## config.mk

```make
export PLATFORM = sky130hd
export DESIGN_NAME = dpseq_top
export DESIGN_NICKNAME = d
export VERILOG_FILES = /design/src/rtl/dpseq_pkg.sv /design/src/rtl/dpseq_regfile.sv /design/src/rtl/dpseq_half_alu.sv /design/src/rtl/dpseq_cmp.sv /design/src/rtl/dpseq_top.sv
export SDC_FILE = /design/constraint.sdc
export NUM_CORES = 1
export LEC_CHECK = 0
export BUFFER_PORTS_ARGS = -buffer_cell sky130_fd_sc_hd__buf_2
export CORE_MARGIN = 5
export CORE_UTILIZATION = 58
export DETAILED_ROUTE_END_ITERATION = 12
export HOLD_SLACK_MARGIN = 0.08
export PLACE_DENSITY = 0.75
export SLEW_MARGIN = 20
export SYNTH_ARGS = -nofsm -noshare
export SYNTH_HDL_FRONTEND = slang
export SYNTH_SLANG_ARGS = --single-unit
```

## constraint.sdc

```tcl
create_clock -name clk -period 16.05 [get_ports clk]
set_input_delay 0.8025 -clock clk [delete_from_list [all_inputs] [get_ports clk]]
set_output_delay 0.8025 -clock clk [all_outputs]
set_load 0.1 [all_outputs]
```

## src/rtl/dpseq_pkg.sv

```systemverilog
package dpseq_pkg;

    localparam int HALF_W = 15;
    localparam int FULL_W = 2 * HALF_W;

    typedef logic [HALF_W-1:0] half_t;

    typedef enum logic [3:0] {
        OP_IDLE  = 4'd0,
        OP_LDR   = 4'd1,
        OP_LDB   = 4'd2,
        OP_LDC   = 4'd3,
        OP_INC   = 4'd4,
        OP_DEC   = 4'd5,
        OP_ADD   = 4'd6,
        OP_SUB   = 4'd7,
        OP_SHL   = 4'd8,
        OP_SHR   = 4'd9,
        OP_READ  = 4'd10
    } op_e;

    typedef struct packed {
        half_t value;
        logic  link;
    } half_res_t;

    function automatic logic is_addr_op(op_e op);
        return (op == OP_INC) || (op == OP_DEC) || (op == OP_ADD) ||
               (op == OP_SUB) || (op == OP_SHL) || (op == OP_SHR);
    endfunction

    function automatic logic is_arith_op(op_e op);
        return (op == OP_INC) || (op == OP_DEC) || (op == OP_ADD) || (op == OP_SUB);
    endfunction

    function automatic logic counts_up(op_e op);
        return (op == OP_INC) || (op == OP_ADD);
    endfunction

    // Right shifts begin on the high word; every other op begins on the low word.
    function automatic logic is_first_half(op_e op, logic odd_idx);
        return (op == OP_SHR) ? odd_idx : !odd_idx;
    endfunction

endpackage

```

## src/rtl/dpseq_regfile.sv

```systemverilog
module dpseq_regfile #(
    parameter int DEPTH = 16,
    parameter int WIDTH = 15,
    parameter int NRD   = 2,
    localparam int AW   = (DEPTH > 1) ? $clog2(DEPTH) : 1
) (
    input  logic                     clk,
    input  logic                     rst,
    input  logic                     wr_en,
    input  logic [AW-1:0]            wr_addr,
    input  logic [WIDTH-1:0]         wr_data,
    input  logic [NRD-1:0][AW-1:0]   rd_addr,
    output logic [NRD-1:0][WIDTH-1:0] rd_data
);

    logic [WIDTH-1:0] mem [DEPTH];

    always_ff @(posedge clk) begin
        if (rst) begin
            for (int i = 0; i < DEPTH; i++) begin
                mem[i] <= '0;
            end
        end else if (wr_en) begin
            mem[wr_addr] <= wr_data;
        end
    end

    for (genvar g = 0; g < NRD; g++) begin : g_rd
        assign rd_data[g] = mem[rd_addr[g]];
    end

    AST_WRITE_LANDS: assert property (@(posedge clk) disable iff (rst)
        wr_en |=> mem[$past(wr_addr)] == $past(wr_data));

endmodule

```

## src/rtl/dpseq_half_alu.sv

```systemverilog
module dpseq_half_alu
    import dpseq_pkg::*;
(
    input  op_e       op,
    input  half_t     a,
    input  half_t     b,
    input  logic      link_in,
    input  logic      is_first,
    output half_res_t res
);

    logic [HALF_W:0] ext_a;
    logic [HALF_W:0] ext_b;
    logic [HALF_W:0] wide;
    logic [HALF_W:0] step;
    logic            cin;

    assign ext_a = {1'b0, a};
    assign ext_b = {1'b0, b};
    assign cin   = is_first ? 1'b0 : link_in;

    always_comb begin
        res.value = a;
        res.link  = link_in;
        wide      = '0;
        step      = {{HALF_W{1'b0}}, (is_first ? 1'b1 : link_in)};
        case (op)
            OP_INC: begin
                wide      = ext_a + step;
                res.value = wide[HALF_W-1:0];
                res.link  = wide[HALF_W];
            end
            OP_DEC: begin
                wide      = ext_a - step;
                res.value = wide[HALF_W-1:0];
                res.link  = wide[HALF_W];
            end
            OP_ADD: begin
                wide      = ext_a + ext_b + {{HALF_W{1'b0}}, cin};
                res.value = wide[HALF_W-1:0];
                res.link  = wide[HALF_W];
            end
            OP_SUB: begin
                wide      = ext_a - ext_b - {{HALF_W{1'b0}}, cin};
                res.value = wide[HALF_W-1:0];
                res.link  = wide[HALF_W];
            end
            OP_SHL: begin
                res.value = {a[HALF_W-2:0], cin};
                res.link  = a[HALF_W-1];
            end
            OP_SHR: begin
                res.value = {(is_first ? a[HALF_W-1] : link_in), a[HALF_W-1:1]};
                res.link  = a[0];
            end
            default: begin
                res.value = a;
                res.link  = link_in;
            end
        endcase
    end

endmodule

```

## src/rtl/dpseq_cmp.sv

```systemverilog
module dpseq_cmp #(
    parameter int W = 30
) (
    input  logic [W-1:0] addr,
    input  logic [W-1:0] limit,
    input  logic         up,
    output logic         hit
);

    always_comb begin
        if (up) begin
            hit = (addr >= limit);
        end else begin
            hit = (addr <= limit);
        end
    end

endmodule

```

## src/rtl/dpseq_top.sv

```systemverilog
module dpseq_top
    import dpseq_pkg::*;
#(
    parameter int R_COUNT = 16,
    parameter int B_COUNT = 4,
    parameter int C_COUNT = 4,
    localparam int RA_W   = $clog2(R_COUNT),
    localparam int BA_W   = $clog2(B_COUNT),
    localparam int CA_W   = $clog2(C_COUNT),
    localparam int PORT_W = HALF_W + 1
) (
    input  logic              clk,
    input  logic              rst,
    input  logic [3:0]        op_code,
    input  logic [RA_W-1:0]   r_idx,
    input  logic [BA_W-1:0]   b_idx,
    input  logic [CA_W-1:0]   c_idx,
    input  logic [PORT_W-1:0] d_in,
    output logic [PORT_W-1:0] y_out,
    output logic              y_en,
    output logic              cmp_out
);

    op_e       op;
    logic      odd_idx;
    logic      addr_op;
    logic      arith_op;
    logic      first_half;
    half_t     load_val;
    logic      unused_data_msb;

    logic      link_q;
    logic [CA_W-1:0] saved_c_q;

    logic [PORT_W-1:0] y_q;
    logic              y_en_q;
    logic              cmp_q;

    logic [1:0][RA_W-1:0]   r_rd_addr;
    logic [1:0][HALF_W-1:0] r_rd_data;
    logic [0:0][BA_W-1:0]   b_rd_addr;
    logic [0:0][HALF_W-1:0] b_rd_data;
    logic [1:0][CA_W-1:0]   c_rd_addr;
    logic [1:0][HALF_W-1:0] c_rd_data;

    half_t     r_val;
    half_t     r_partner;
    half_res_t alu_res;
    logic      r_wr_en;
    half_t     r_wr_data;
    logic      cmp_hit;

    assign op              = op_e'(op_code);
    assign odd_idx         = r_idx[0];
    assign addr_op         = is_addr_op(op);
    assign arith_op        = is_arith_op(op);
    assign first_half      = is_first_half(op, odd_idx);
    assign load_val        = d_in[HALF_W-1:0];
    assign unused_data_msb = d_in[PORT_W-1];

    // Address register file: port 0 the operand, port 1 the pair partner.
    assign r_rd_addr[0] = r_idx;
    assign r_rd_addr[1] = r_idx ^ RA_W'(1);
    assign r_val        = r_rd_data[0];
    assign r_partner    = r_rd_data[1];
    assign r_wr_en      = (op == OP_LDR) || addr_op;
    assign r_wr_data    = (op == OP_LDR) ? load_val : alu_res.value;

    dpseq_regfile #(.DEPTH(R_COUNT), .WIDTH(HALF_W), .NRD(2)) u_rfile (
        .clk     (clk),
        .rst     (rst),
        .wr_en   (r_wr_en),
        .wr_addr (r_idx),
        .wr_data (r_wr_data),
        .rd_addr (r_rd_addr),
        .rd_data (r_rd_data)
    );

    assign b_rd_addr[0] = b_idx;

    dpseq_regfile #(.DEPTH(B_COUNT), .WIDTH(HALF_W), .NRD(1)) u_bfile (
        .clk     (clk),
        .rst     (rst),
        .wr_en   (op == OP_LDB),
        .wr_addr (b_idx),
        .wr_data (load_val),
        .rd_addr (b_rd_addr),
        .rd_data (b_rd_data)
    );

    // Limit file: port 0 this step's limit, port 1 the one named on the first half.
    assign c_rd_addr[0] = c_idx;
    assign c_rd_addr[1] = saved_c_q;

    dpseq_regfile #(.DEPTH(C_COUNT), .WIDTH(HALF_W), .NRD(2)) u_cfile (
        .clk     (clk),
        .rst     (rst),
        .wr_en   (op == OP_LDC),
        .wr_addr (c_idx),
        .wr_data (load_val),
        .rd_addr (c_rd_addr),
        .rd_data (c_rd_data)
    );

    dpseq_half_alu u_alu (
        .op       (op),
        .a        (r_val),
        .b        (b_rd_data[0]),
        .link_in  (link_q),
        .is_first (first_half),
        .res      (alu_res)
    );

    dpseq_cmp #(.W(FULL_W)) u_cmp (
        .addr  ({alu_res.value, r_partner}),
        .limit ({c_rd_data[0], c_rd_data[1]}),
        .up    (counts_up(op)),
        .hit   (cmp_hit)
    );

    always_ff @(posedge clk) begin
        if (rst) begin
            link_q    <= 1'b0;
            saved_c_q <= '0;
        end else if (addr_op && first_half) begin
            link_q    <= alu_res.link;
            saved_c_q <= c_idx;
        end
    end

    always_ff @(posedge clk) begin
        if (rst) begin
            y_q    <= '0;
            y_en_q <= 1'b0;
            cmp_q  <= 1'b0;
        end else begin
            cmp_q <= arith_op && odd_idx && cmp_hit;
            if (addr_op) begin
                y_q    <= {odd_idx, alu_res.value};
                y_en_q <= 1'b1;
            end else if (op == OP_READ) begin
                y_q    <= {odd_idx, r_val};
                y_en_q <= 1'b1;
            end else begin
                y_q    <= '0;
                y_en_q <= 1'b0;
            end
        end
    end

    assign y_out   = y_q;
    assign y_en    = y_en_q;
    assign cmp_out = cmp_q;

    AST_TAG_FOLLOWS_INDEX: assert property (@(posedge clk) disable iff (rst)
        y_en |-> y_out[PORT_W-1] == $past(r_idx[0]));

    AST_CMP_ONLY_AFTER_HIGH: assert property (@(posedge clk) disable iff (rst)
        cmp_out |-> ($past(arith_op) && $past(r_idx[0])));

    AST_LINK_HELD: assert property (@(posedge clk) disable iff (rst)
        !addr_op |=> $stable(link_q));

    AST_RESET_CLEARS: assert property (@(posedge clk)
        rst |=> (y_out == '0 && !y_en && !cmp_out));

endmodule

```

---- Yosys cells after proc, flatten, opt, wreduce, memory -nomap -nowiden ----
Memory sizes are Yosys's and may differ from the RTL's. A register that Yosys moved wholly into a read port is not among the register bits.
Index checks and enable logic that the tools add are counted.
operators by class
  $lt $le $gt $ge ......................... 2
  equal/unequal tests ..................... 10
  reductions and logical operators ........ 16
  add/sub/neg operators ................... 6
  multiplexer cells ....................... 33
  bitwise operators ....................... 1
operator list
  operator              number
  $pmux W16 S6          1
  $mux W15              4
  $reduce_or A15 Y1     3
  $mux W16              2
  $ge A30 B30 Y1        1
  $le A30 B30 Y1        1
  $mux W1               21
  $add A15 B1 Y16       1
  $add A15 B15 Y16      1
  $add A16 B1 Y16       1
  $eq A4 B3 Y1 const B  4
  $sub A15 B1 Y16       1
  $sub A15 B15 Y16      1
  $sub A16 B1 Y16       1
  $eq A4 B4 Y1 const B  3
  $eq A4 B2 Y1 const B  2
  $mux W2               4
  $logic_or A1 B1 Y1    7
  $reduce_bool A6 Y1    1
  $eq A4 B1 Y1 const B  1
  $mux W4               1
  $logic_and A1 B1 Y1   3
  $reduce_and A2 Y1     1
  $logic_not A1 Y1      1
  $not A1 Y1            1
storage, ports and cells
  output and inout port bits .............. 18
  word-level logic and storage cells ...... 76
  bits in registers ....................... 21
  memory bits (writable) .................. 360
  input bits .............................. 30
  memories kept ........................... 3
memories
  memory       depth  bits a word  read ports  clocked after Yosys merged registers in  wr ports  line                 text
  u_rfile.mem  16     15           2           0                                        16        dpseq_regfile.sv:16  logic [WIDTH-1:0] mem [DEPTH];
  u_bfile.mem  4      15           1           0                                        4         dpseq_regfile.sv:16
  u_cfile.mem  4      15           2           1                                        4         dpseq_regfile.sv:16

---- Logic depth before layout (Yosys ltp) ----
Gate-level depths: netlist of run 1.
  depth in word-level cells ............... 12
  mapped depth ............................ 33
  mapped depth without buffers ............ 27

---- By module ----
Synthesis of run 1 repeated with hierarchy kept, for this count alone.
second synthesis, totals
  cells, all modules ...................... 1809
  area, all modules ....................... 23324.9 µm²
modules (own cells, without submodules)
  module                    times used  area an instance (µm²)  cells an instance  seq. area each (µm²)
  dpseq_regfile at u_rfile  1           12560.8                 808                7206.9
  dpseq_regfile at u_cfile  1           3030.4                  171                1801.7
  dpseq_half_alu            1           3002.9                  446                0.0
  dpseq_regfile at u_bfile  1           2665.1                  153                1801.7
  dpseq_top                 1           1241.2                  121                420.4
  dpseq_cmp                 1           824.5                   110                0.0

---- Worst setup path before layout of run 1 ----
Ideal clock, no wire load.
  kind .................................... input to register
  from .................................... input port r_idx[0]
  to ...................................... register cmp_q, in the netlist cmp_out
  required time ........................... 15.930 ns
  path buffers ............................ 7
  path slack .............................. 9.599 ns
  arrival time ............................ 6.330 ns
  stages on the path ...................... 30
  setup time .............................. 0.120 ns
  cells stage by stage .................... buf_6 > buf_8 > buf_12 > buf_8 > buf_6 > buf_2 > buf_1 > nor2_1 > a211oi_1 > a211oi_1 > a21oi_1 > fa_1 > inv_1 > fa_1 > a21bo_2 > a211oi_1 > a41oi_1 > xnor2_1 > a222oi_1 > o21ai_1 > nor4_2 > inv_1 > ha_1 > nand4_1 > nor2_1 > nand2_1 > a211o_1 > o2111ai_1 > xnor2_1 > a21oi_1
on the way
  cells in the longest elaborated chain, start to end .. 8
  elaborated cells between the ends (all ways) .. 19
  those cells by class .................... 6 x add/sub; 2 x order compare; 6 x mux; 1 x bitwise; 3 x reduce/logical; 1 x memory
RTL lines
  what                                                                    line              text
  start, declared                                                         dpseq_top.sv:15   input logic [RA_W-1:0] r_idx,
  parallel branches: the longest is 7 deep, another holds $le A30 B30 Y1  n/a
  $logic_and A1 B1 Y1 (*)                                                 dpseq_top.sv:137  cmp_q <= arith_op && odd_idx && cmp_hit;
  end signal, assigned                                                    dpseq_top.sv:137
  end, declared                                                           dpseq_top.sv:37   logic cmp_q;
Mark *: on every way between the ends.
A chain may end at the register's enable or synchronous reset.

---- Worst setup path after layout of run 1 ----
Ends and elaborated chain as after synthesis.

==> results.toml, run 1 <==
[global_routing]
grt_pass1_vias = 15576
grt_pass1_wl_mm = 98.0
antenna_found_initial = 2
grt-ovfl-total = 0
grt_max_degree = 67
grt_usage_pct = 29.9

[routing]
num_vias = 15934
drt_iter0_markers = 2141
detail_route.wl_per_cell_um = 27.7
dr.pass1.iters = 6
vias_per_cell = 6.76
ant_nets = 0
drc = 0
wl_mm = 65.4

[critical_path]
cp-start-kind = "input port"
crit_path_start = "r_idx[0]"
crit-reg2reg-launch = "u_rfile.mem[12][3]"
endpoint_kind = "flip-flop"
ff2ff_setup_slack_ns = 9.47
r2r-end = "cmp_out"
critPathMaxFanout = 66
cp.required_ns = 16.51
cp-endpoint = "cmp_out"
crit_type = "input port to flip-flop"
r2r_cells = 22
cp.arrival_ns = 8.10

[yosys]
synth_most_common_cell = "edfxtp_1"
synth_top_flop_cell = "edfxtp_1"
yosys_warnings = 0
yosys-top-cells-count = "edfxtp_1 (360), nor2_1 (274), mux4_2 (155)"
async_flop_share_pct = 0
ys_types = 98
synth-seq-cells = 383
synth_fp_nets = 1896
synth_seq_area_share_pct = 49.9
avgSynthCellArea_sq_um = 12.6
synth_edf_count = 360
synth_area_leader_cell = "edfxtp_1"
synth_area_sq_um = 22600
synthCells = 1788
ys_top_cells_by_area = "edfxtp_1 (48%), mux4_2 (15%), nor2_1 (4.6%)"
synth_top_area_share_pct = 47.9

[sta]
finalMaxSlewViolations = 0
worstMarginPinSlew_ns = 1.20
slew_headroom_pct = 19.9
hold_violations = 0
min_period_ns = 7.65
period_share_pct = 47.7
fin_skew_ns = 0.0200
rsz0062_at_grt = "false"
clock.fmax_mhz = 131
setup_violations = 0
tns_ns = 0

[place]
dp_hpwl_mm = 43.6
place_congestion = 0.953
io_buffer_count = 46
place_area_sq_um = 23200

[die]
core-area_sq_um = 38600
start_util_pct = 58.6
fp.dieArea_sq_um = 43000
die_h_um = 207
std_cell_rows = 72
die_x_um = 207
io_pins = 48

[cells_and_area]
drive_gt1_share_pct = 21.3
multi_input_area_sq_um = 10400
area_delta_synth_final_pct = 8.99
fin_util_pct = 63.9
fin_area_sq_um = 24600
fillerInstances = 2960
register_area_sq_um = 11300
nets = 1913

[clocking]
clockRootBuffer = "clkbuf_16"
clockBufferDepth = 3
cts_made_buffers = 41
cts_tree = "built"
htreeDepth = 2
post_cts_resized = 0
hold_buffers = 0
clock-sinks = 383
clock_latency_ns = 0.57
cts_setup_buffers = 0
clk_pin_slew_ns = 0.06

[power_and_ir_drop]
powerDensity_nw_per_um2 = 112
leakage_nw = 9.09
ir_drop_mv = 0.107

[run_status]
status = "finished, final reports clean"

[min_path]
hold_depth = 2
hold_path.class = "flip-flop to flip-flop"

[job]
drv_cap = 0
## state kept, by name, indices dropped and copies added (netlist names), named ones only
| register | flops |
|---|---|
| u_bfile.mem | 60 |
| cmp_out | 1 |
| u_rfile.mem | 240 |
| link_q | 1 |
| y_en | 1 |
| y_out | 16 |
| u_cfile.mem | 60 |
| saved_c_q | 2 |
## cells in the final DEF (no fill, tap or decap), types with 9 or more instances in the layout
master / count
nand3_1: 31
buf_2: 44
nor2b_1: 17
nor2_4: 11
nand4_1: 10
o21a_1: 9
and3_1: 20
or2_2: 9
nand2_1: 67
xnor2_1: 26
clkinv_1: 9
inv_1: 80
mux2_2: 23
and2_1: 122
nor3_1: 19
nand2b_1: 26
mux2i_1: 40
a21oi_1: 57
mux4_2: 155
edfxtp_1: 360
nor2_1: 274
a21o_1: 11
a31oi_1: 9
buf_4: 39
dfxtp_1: 23
ha_1: 74
nor2_2: 11
o21ai_0: 34
clkbuf_16: 41
## worst max-delay path: stages
cell and delay [ns]:
buf_6 0.48, buf_4 0.80, mux4_2 0.62, mux4_2 0.64, inv_1 0.24, ha_1 0.33, inv_1 0.12, ha_1 0.26
nor3_1 0.09, a211oi_1 0.62, a41oi_1 0.23, xnor2_1 0.19, a222oi_1 0.31, o21ai_1 0.15, nor4_2 0.62, inv_1 0.12
ha_1 0.32, nand4_1 0.08, nor2_1 0.21, nand2_1 0.13, a211o_1 0.33, o2111ai_1 0.14, xnor2_1 0.15, a21oi_1 0.07
## how the worst min path moves through the flow
stage	start	to	slack [ns]
2_1_floorplan	saved_c_q[0]	flip-flop	0.44
3_5_place_dp	saved_c_q[1]	flip-flop	0.46
5_1_grt	saved_c_q[1]	saved_c_q[1]	0.49
6_report	saved_c_q[1]	flip-flop	0.47
3_3_place_gp	saved_c_q[0]	saved_c_q[0]	0.45
4_1_cts	saved_c_q[0]	flip-flop	0.47
## through the flow
stage | setup WS, ns | power (mW) | hold WS, ns | std cells
after floorplan | 9.60 | 1.59 | 0.436 | 1788
after global placement | 8.02 | 1.74 | 0.454 | 2280
after detailed placement | 7.92 | 1.76 | 0.457 | 2280
after CTS | 8.47 | 2.74 | 0.467 | 2355
after global routing | 7.88 | 2.84 | 0.493 | 2356
final | 8.40 | 2.75 | 0.467 | 2356
## final cells by class
class / instances / area share, %
Clock buffer: 52 / 4.46
Inverter: 86 / 1.31
Timing Repair Buffer: 85 / 2.17
Multi-Input combinational cell: 1208 / 42.4
Clock inverter: 23 / 1.21
Antenna cell: 1 / 0.0102
Sequential cell: 383 / 45.8
Tap cell: 518 / 2.63
## per-layer routing
metal  track usage [%]  wire length, um  vias to the layer above
met4              10.4             2510                        0
met1              42.2            25000                     8022
met2              46.6            30500                      983
met3              6.48             7350                      174
met5                 0                0                        -
li1                  -                -                     6755
## report_power, final
group          total (mW)  internal [mW]  switching [mW]  leakage (nW)
Sequential           1.16           1.14          0.0197          3.81
Combinational       0.596          0.213           0.383          4.60
Clock               0.999          0.598           0.400         0.680
Total                2.75           1.95           0.803          9.09
## logic make-up after synthesis
family	after synthesis	synth area share, %
simple gates	648	14.4
mux	222	18.7
compound gates	230	7.44
flops	383	49.9
buf+inv	197	3.92
fa+ha+maj	78	4.45
xor+xnor	30	1.16
(Power assumes the default switching activity.)
==> run 2: changes to the inputs <==
PLACE_DENSITY = 0.78   (was 0.75)
clock period = 6.85 ns   (was 16.05 ns; I/O delays follow)
==> results.toml, run 2 (same netlist as run 1, synthesis figures left out) <==
[critical_path]
slowest_delay_ns = 0.55
endpoint_kind = "flip-flop"
cp.arrival_ns = 6.51
ff2ff_setup_slack_ns = 0.77
cp_num_cells = 23
crit_type = "flip-flop to flip-flop"
crit-reg2reg-launch = "u_rfile.mem[6][0]"
critPathMaxFanout = 5
critPathBufInv = 3
cp.required_ns = 7.28
r2r-end = "cmp_out"
r2r_cells = 23
cp_top_family = "compound AO/OA/AOI/OAI gates"
crit_chain = "mux2i_1, mux4_2, a21oi_1, fa_1, inv_1, fa_1, a21bo_2, a211oi_1, buf_4, a41oi_1, xnor2_1, a222oi_1, o21ai_1, nor4_2, inv_1, ha_1, nand4_1, nor2_1, nand2_1, a211o_1, o2111ai_1, xnor2_1, a21oi_1"
cp-start-kind = "flip-flop"
cp-endpoint = "cmp_out"
cp_slowest_cell = "nor4_2"
crit_path_start = "u_rfile.mem[6][0]"

[clocking]
cts_setup_buffers = 0
cts_made_buffers = 40
clk_pin_slew_ns = 0.06
htreeDepth = 2
clock_latency_ns = 0.56
clockBufferDepth = 3
cts_tree = "built"
clockRootBuffer = "clkbuf_16"
hold_buffers = 0
clock-sinks = 383
post_cts_resized = 0

[sta]
slew_headroom_pct = 21.7
hold_violations = 0
rsz0062_at_grt = "false"
clock.fmax_mhz = 165
setup_violations = 0
tns_ns = 0
finalMaxSlewViolations = 0
period_share_pct = 88.7
fin_skew_ns = 0.0236
worstMarginPinSlew_ns = 1.17
min_period_ns = 6.08

[global_routing]
grt_max_degree = 54
grt-ovfl-total = 0
grt_usage_pct = 30.1
grt_pass1_vias = 15900
antenna_found_initial = 1
grt_pass1_wl_mm = 98.8

[power_and_ir_drop]
clkPwrFrac_pct = 34.5
combPwrFrac_pct = 22.6
leakage_nw = 9.17
power_mw = 6.32
intPower_mw = 4.44
p_switching_mw = 1.88
ir_drop_mv = 0.214
seqPwrFrac_pct = 42.9
powerDensity_nw_per_um2 = 255
p_sw_share_pct = 29.7

[min_path]
hold_path.class = "input port to flip-flop"

[run_status]
status = "finished, final reports clean"

[routing]
drt_iter0_markers = 2451
wl_mm = 66.1
detail_route.wl_per_cell_um = 27.8
ant_nets = 0
vias_per_cell = 6.77
drc = 0
dr.pass1.iters = 5
num_vias = 16111

[die]
start_util_pct = 58.6
die_h_um = 207
die_x_um = 207
fp.dieArea_sq_um = 43000
core-area_sq_um = 38600
std_cell_rows = 72
io_pins = 48

[cells_and_area]
largest-register = "u_rfile.mem"
n_antenna_cell = 0
top_regs = "u_rfile.mem x240, u_bfile.mem x60, u_cfile.mem x60"
area_delta_synth_final_pct = 9.58
final_cell_mix = "edfxtp_1 (360), nor2_1 (274), mux4_2 (155)"
final_common_cell = "edfxtp_1"
drive_gt1_share_pct = 22.3
largest_register_ffs = 240
nets = 1938

[job]
drv_cap = 0

[place]
dp_hpwl_mm = 45.0
io_buffer_count = 46
place_congestion = 0.965
[run 2: area by class of cell]
cell class	count	area, sq um
fillers	2898	13800
well taps	518	648
clock buffers	51	1060
flip-flops and latches	383	11300
clock inverters	22	244
repair buffers	111	756
multi-input cells	1208	10500
inverters	86	323
[run 2: how the worst min path moves through the flow]
stage	to	depth (start not counted)	slack [ns]	from
global route	u_cfile.mem[2][8]	2	0.24	d_in[8]
CTS	u_cfile.mem[2][8]	2	0.23	d_in[8]
finish	u_cfile.mem[2][8]	2	0.25	d_in[8]
floorplan	flip-flop	2	0.44	saved_c_q[0]
detailed placement	flip-flop	2	0.46	saved_c_q[0]
global placement	saved_c_q[1]	2	0.45	saved_c_q[1]
[run 2: metal layers]
metal  GRT usage (%)  wire length [um]  vias to the layer above
met2            46.6             30200                     1156
met1            42.6             25100                     7954
met4            11.7              3030                        2
met3            6.21              7840                      190
li1                -                 -                     6809
met5               0                 7                        -
[run 2: power groups by stage]
stage | registers (mW) | logic [mW] | clock network (mW)
final | 2.71 | 1.43 | 2.18
after global routing | 2.72 | 1.51 | 2.28
after CTS | 2.71 | 1.39 | 2.19
after detailed placement | 2.76 | 1.38 | 0
after global placement | 2.75 | 1.35 | 0
after floorplan | 2.78 | 0.941 | 0
[run 2: metrics by stage]
step	setup WS (ns)	std cells	area [sq um]	util [%]	hold WS, ns
CTS	0.933	2379	24700	64.2	0.226
global route	0.282	2379	24800	64.2	0.241
global placement	0.553	2306	23400	60.8	0.446
floorplan	0.859	1788	22600	-	0.436
detailed placement	0.453	2306	23400	60.8	0.462
finish	0.772	2379	24800	64.2	0.247
==> run 3: changes to the inputs <==
PLACE_DENSITY = unset   (was 0.78)
PLACE_DENSITY_LB_ADDON = 0.08   (was unset)
==> results.toml, run 3 (same netlist as run 1, synthesis figures left out) <==
[sta]
slew_headroom_pct = 19.7
period_share_pct = 91.2
hold_violations = 0
fin_skew_ns = 0.0327
worstMarginPinSlew_ns = 1.20
clock.fmax_mhz = 160
setup_violations = 0
tns_ns = 0
finalMaxSlewViolations = 0
rsz0062_at_grt = "false"
fin_hold_ws_ns = 0.223
min_period_ns = 6.25
layout_setup_ws_ns = 0.602

[cells_and_area]
final_cell_mix = "edfxtp_1 (360), nor2_1 (274), mux4_2 (155)"
largest_register_ffs = 240
area_delta_synth_final_pct = 10.2
nets = 1954
final_common_cell = "edfxtp_1"
n_antenna_cell = 0
top_regs = "u_rfile.mem x240, u_bfile.mem x60, u_cfile.mem x60"
fin_cells = 2395
fillerInstances = 2953
drive_gt1_share_pct = 23.0
largest-register = "u_rfile.mem"

[critical_path]
r2r-end = "cmp_out"
r2r_cells = 23
crit-reg2reg-launch = "u_rfile.mem[11][2]"
cp.required_ns = 7.29
crit_type = "flip-flop to flip-flop"
ff2ff_setup_slack_ns = 0.60
cp-start-kind = "flip-flop"
crit_path_start = "u_rfile.mem[11][2]"
endpoint_kind = "flip-flop"
cp.arrival_ns = 6.69
cp-endpoint = "cmp_out"
critPathMaxFanout = 8

[clocking]
post_cts_resized = 0
clockRootBuffer = "clkbuf_16"
clk_pin_slew_ns = 0.08
clock-sinks = 383
cts_setup_buffers = 0
cts_tree = "built"
clock_latency_ns = 0.58
htreeDepth = 2
hold_buffers = 0
cts_made_buffers = 40
clockBufferDepth = 3

[global_routing]
grt-ovfl-total = 0
grt_usage_pct = 31.4
grt_pass1_vias = 15613
grt_max_degree = 47
antenna_found_initial = 0
grt_pass1_wl_mm = 102

[die]
std_cell_rows = 72
io_pins = 48
die_h_um = 207
start_util_pct = 58.6
fp.dieArea_sq_um = 43000
die_x_um = 207
core-area_sq_um = 38600

[power_and_ir_drop]
powerDensity_nw_per_um2 = 255
seqPwrFrac_pct = 42.7
p_sw_share_pct = 29.7
power_mw = 6.34
clkPwrFrac_pct = 34.5
leakage_nw = 9.25
p_switching_mw = 1.88
ir_drop_mv = 0.244
combPwrFrac_pct = 22.8
intPower_mw = 4.46

[routing]
drt_iter0_markers = 2083
detail_route.wl_per_cell_um = 28.4
vias_per_cell = 6.67
dr.pass1.iters = 6
wl_mm = 68.1
ant_nets = 0
drc = 0
num_vias = 15981

[place]
dp_hpwl_mm = 47.1
place_congestion = 0.953
dpl_worst_slack_ns = 0.475
place.detailed.instances = 2322
io_buffer_count = 46

[job]
drv_cap = 0

[min_path]
hold_path.class = "input port to flip-flop"

[run_status]
status = "finished, final reports clean"
[run 3: through the flow]
step                utilization [%]  cell area, sq um
finish                         64.6             24900
global route                   64.6             24900
CTS                            64.5             24900
detailed placement             61.1             23600
global placement               61.1             23600
floorplan                         -             22600
[run 3: metal layers]
layer / vias to the layer above / GRT usage (%) / part of all wire, %
li1: 6851 / - / -
met1: 8103 / 46.0 / 41
met2: 890 / 47.6 / 46
met3: 137 / 6.74 / 10
met4: 0 / 9.94 / 3.3
met5: - / 0 / 0
[run 3: how the worst min path moves through the flow]
stage	from	endpoint	slack (ns)	depth (start not counted)
4_1_cts	d_in[14]	u_cfile.mem[0][14]	0.20	2
5_1_grt	d_in[14]	u_cfile.mem[1][14]	0.23	2
3_3_place_gp	saved_c_q[1]	saved_c_q[1]	0.45	2
6_report	d_in[13]	u_cfile.mem[0][13]	0.22	2
3_5_place_dp	saved_c_q[1]	flip-flop	0.46	2
2_1_floorplan	saved_c_q[0]	flip-flop	0.44	2
[run 3: area by class of cell]
type | instances | area, sq um | share of cell area, %
clock buffer | 50 | 1080 | 4.34
clock inverter | 23 | 220 | 0.885
inverter | 86 | 323 | 1.30
multi-input combinational | 1208 | 10500 | 42.0
sequential | 383 | 11300 | 45.3
tap | 518 | 648 | 2.60
timing repair buffer | 127 | 888 | 3.57
[run 3: power groups by stage]
stage	clock network, mW	logic (mW)	registers [mW]
after floorplan	0	0.941	2.78
after global placement	0	1.40	2.75
after detailed placement	0	1.41	2.76
after CTS	2.21	1.42	2.71
after global routing	2.30	1.55	2.72
final	2.19	1.45	2.71
[run 3: critical path, stage by stage (launching register included)]
cell	delay, ns
edfxtp_1	0.40
mux2_1	0.32
mux4_2	0.52
or2_2	0.34
nand2_1	0.26
clkinv_1	0.36
ha_1	0.37
nor2b_1	0.16
o21a_1	0.18
o311ai_0	0.61
a31oi_1	0.26
a21boi_0	0.35
xnor2_1	0.17
nand2_1	0.12
a41o_1	0.31
nor2_1	0.21
ha_1	0.18
nand4_1	0.08
nor2_1	0.19
nand2_1	0.07
a211o_1	0.28
o2111ai_1	0.15
xnor2_1	0.16
a21oi_1	0.07
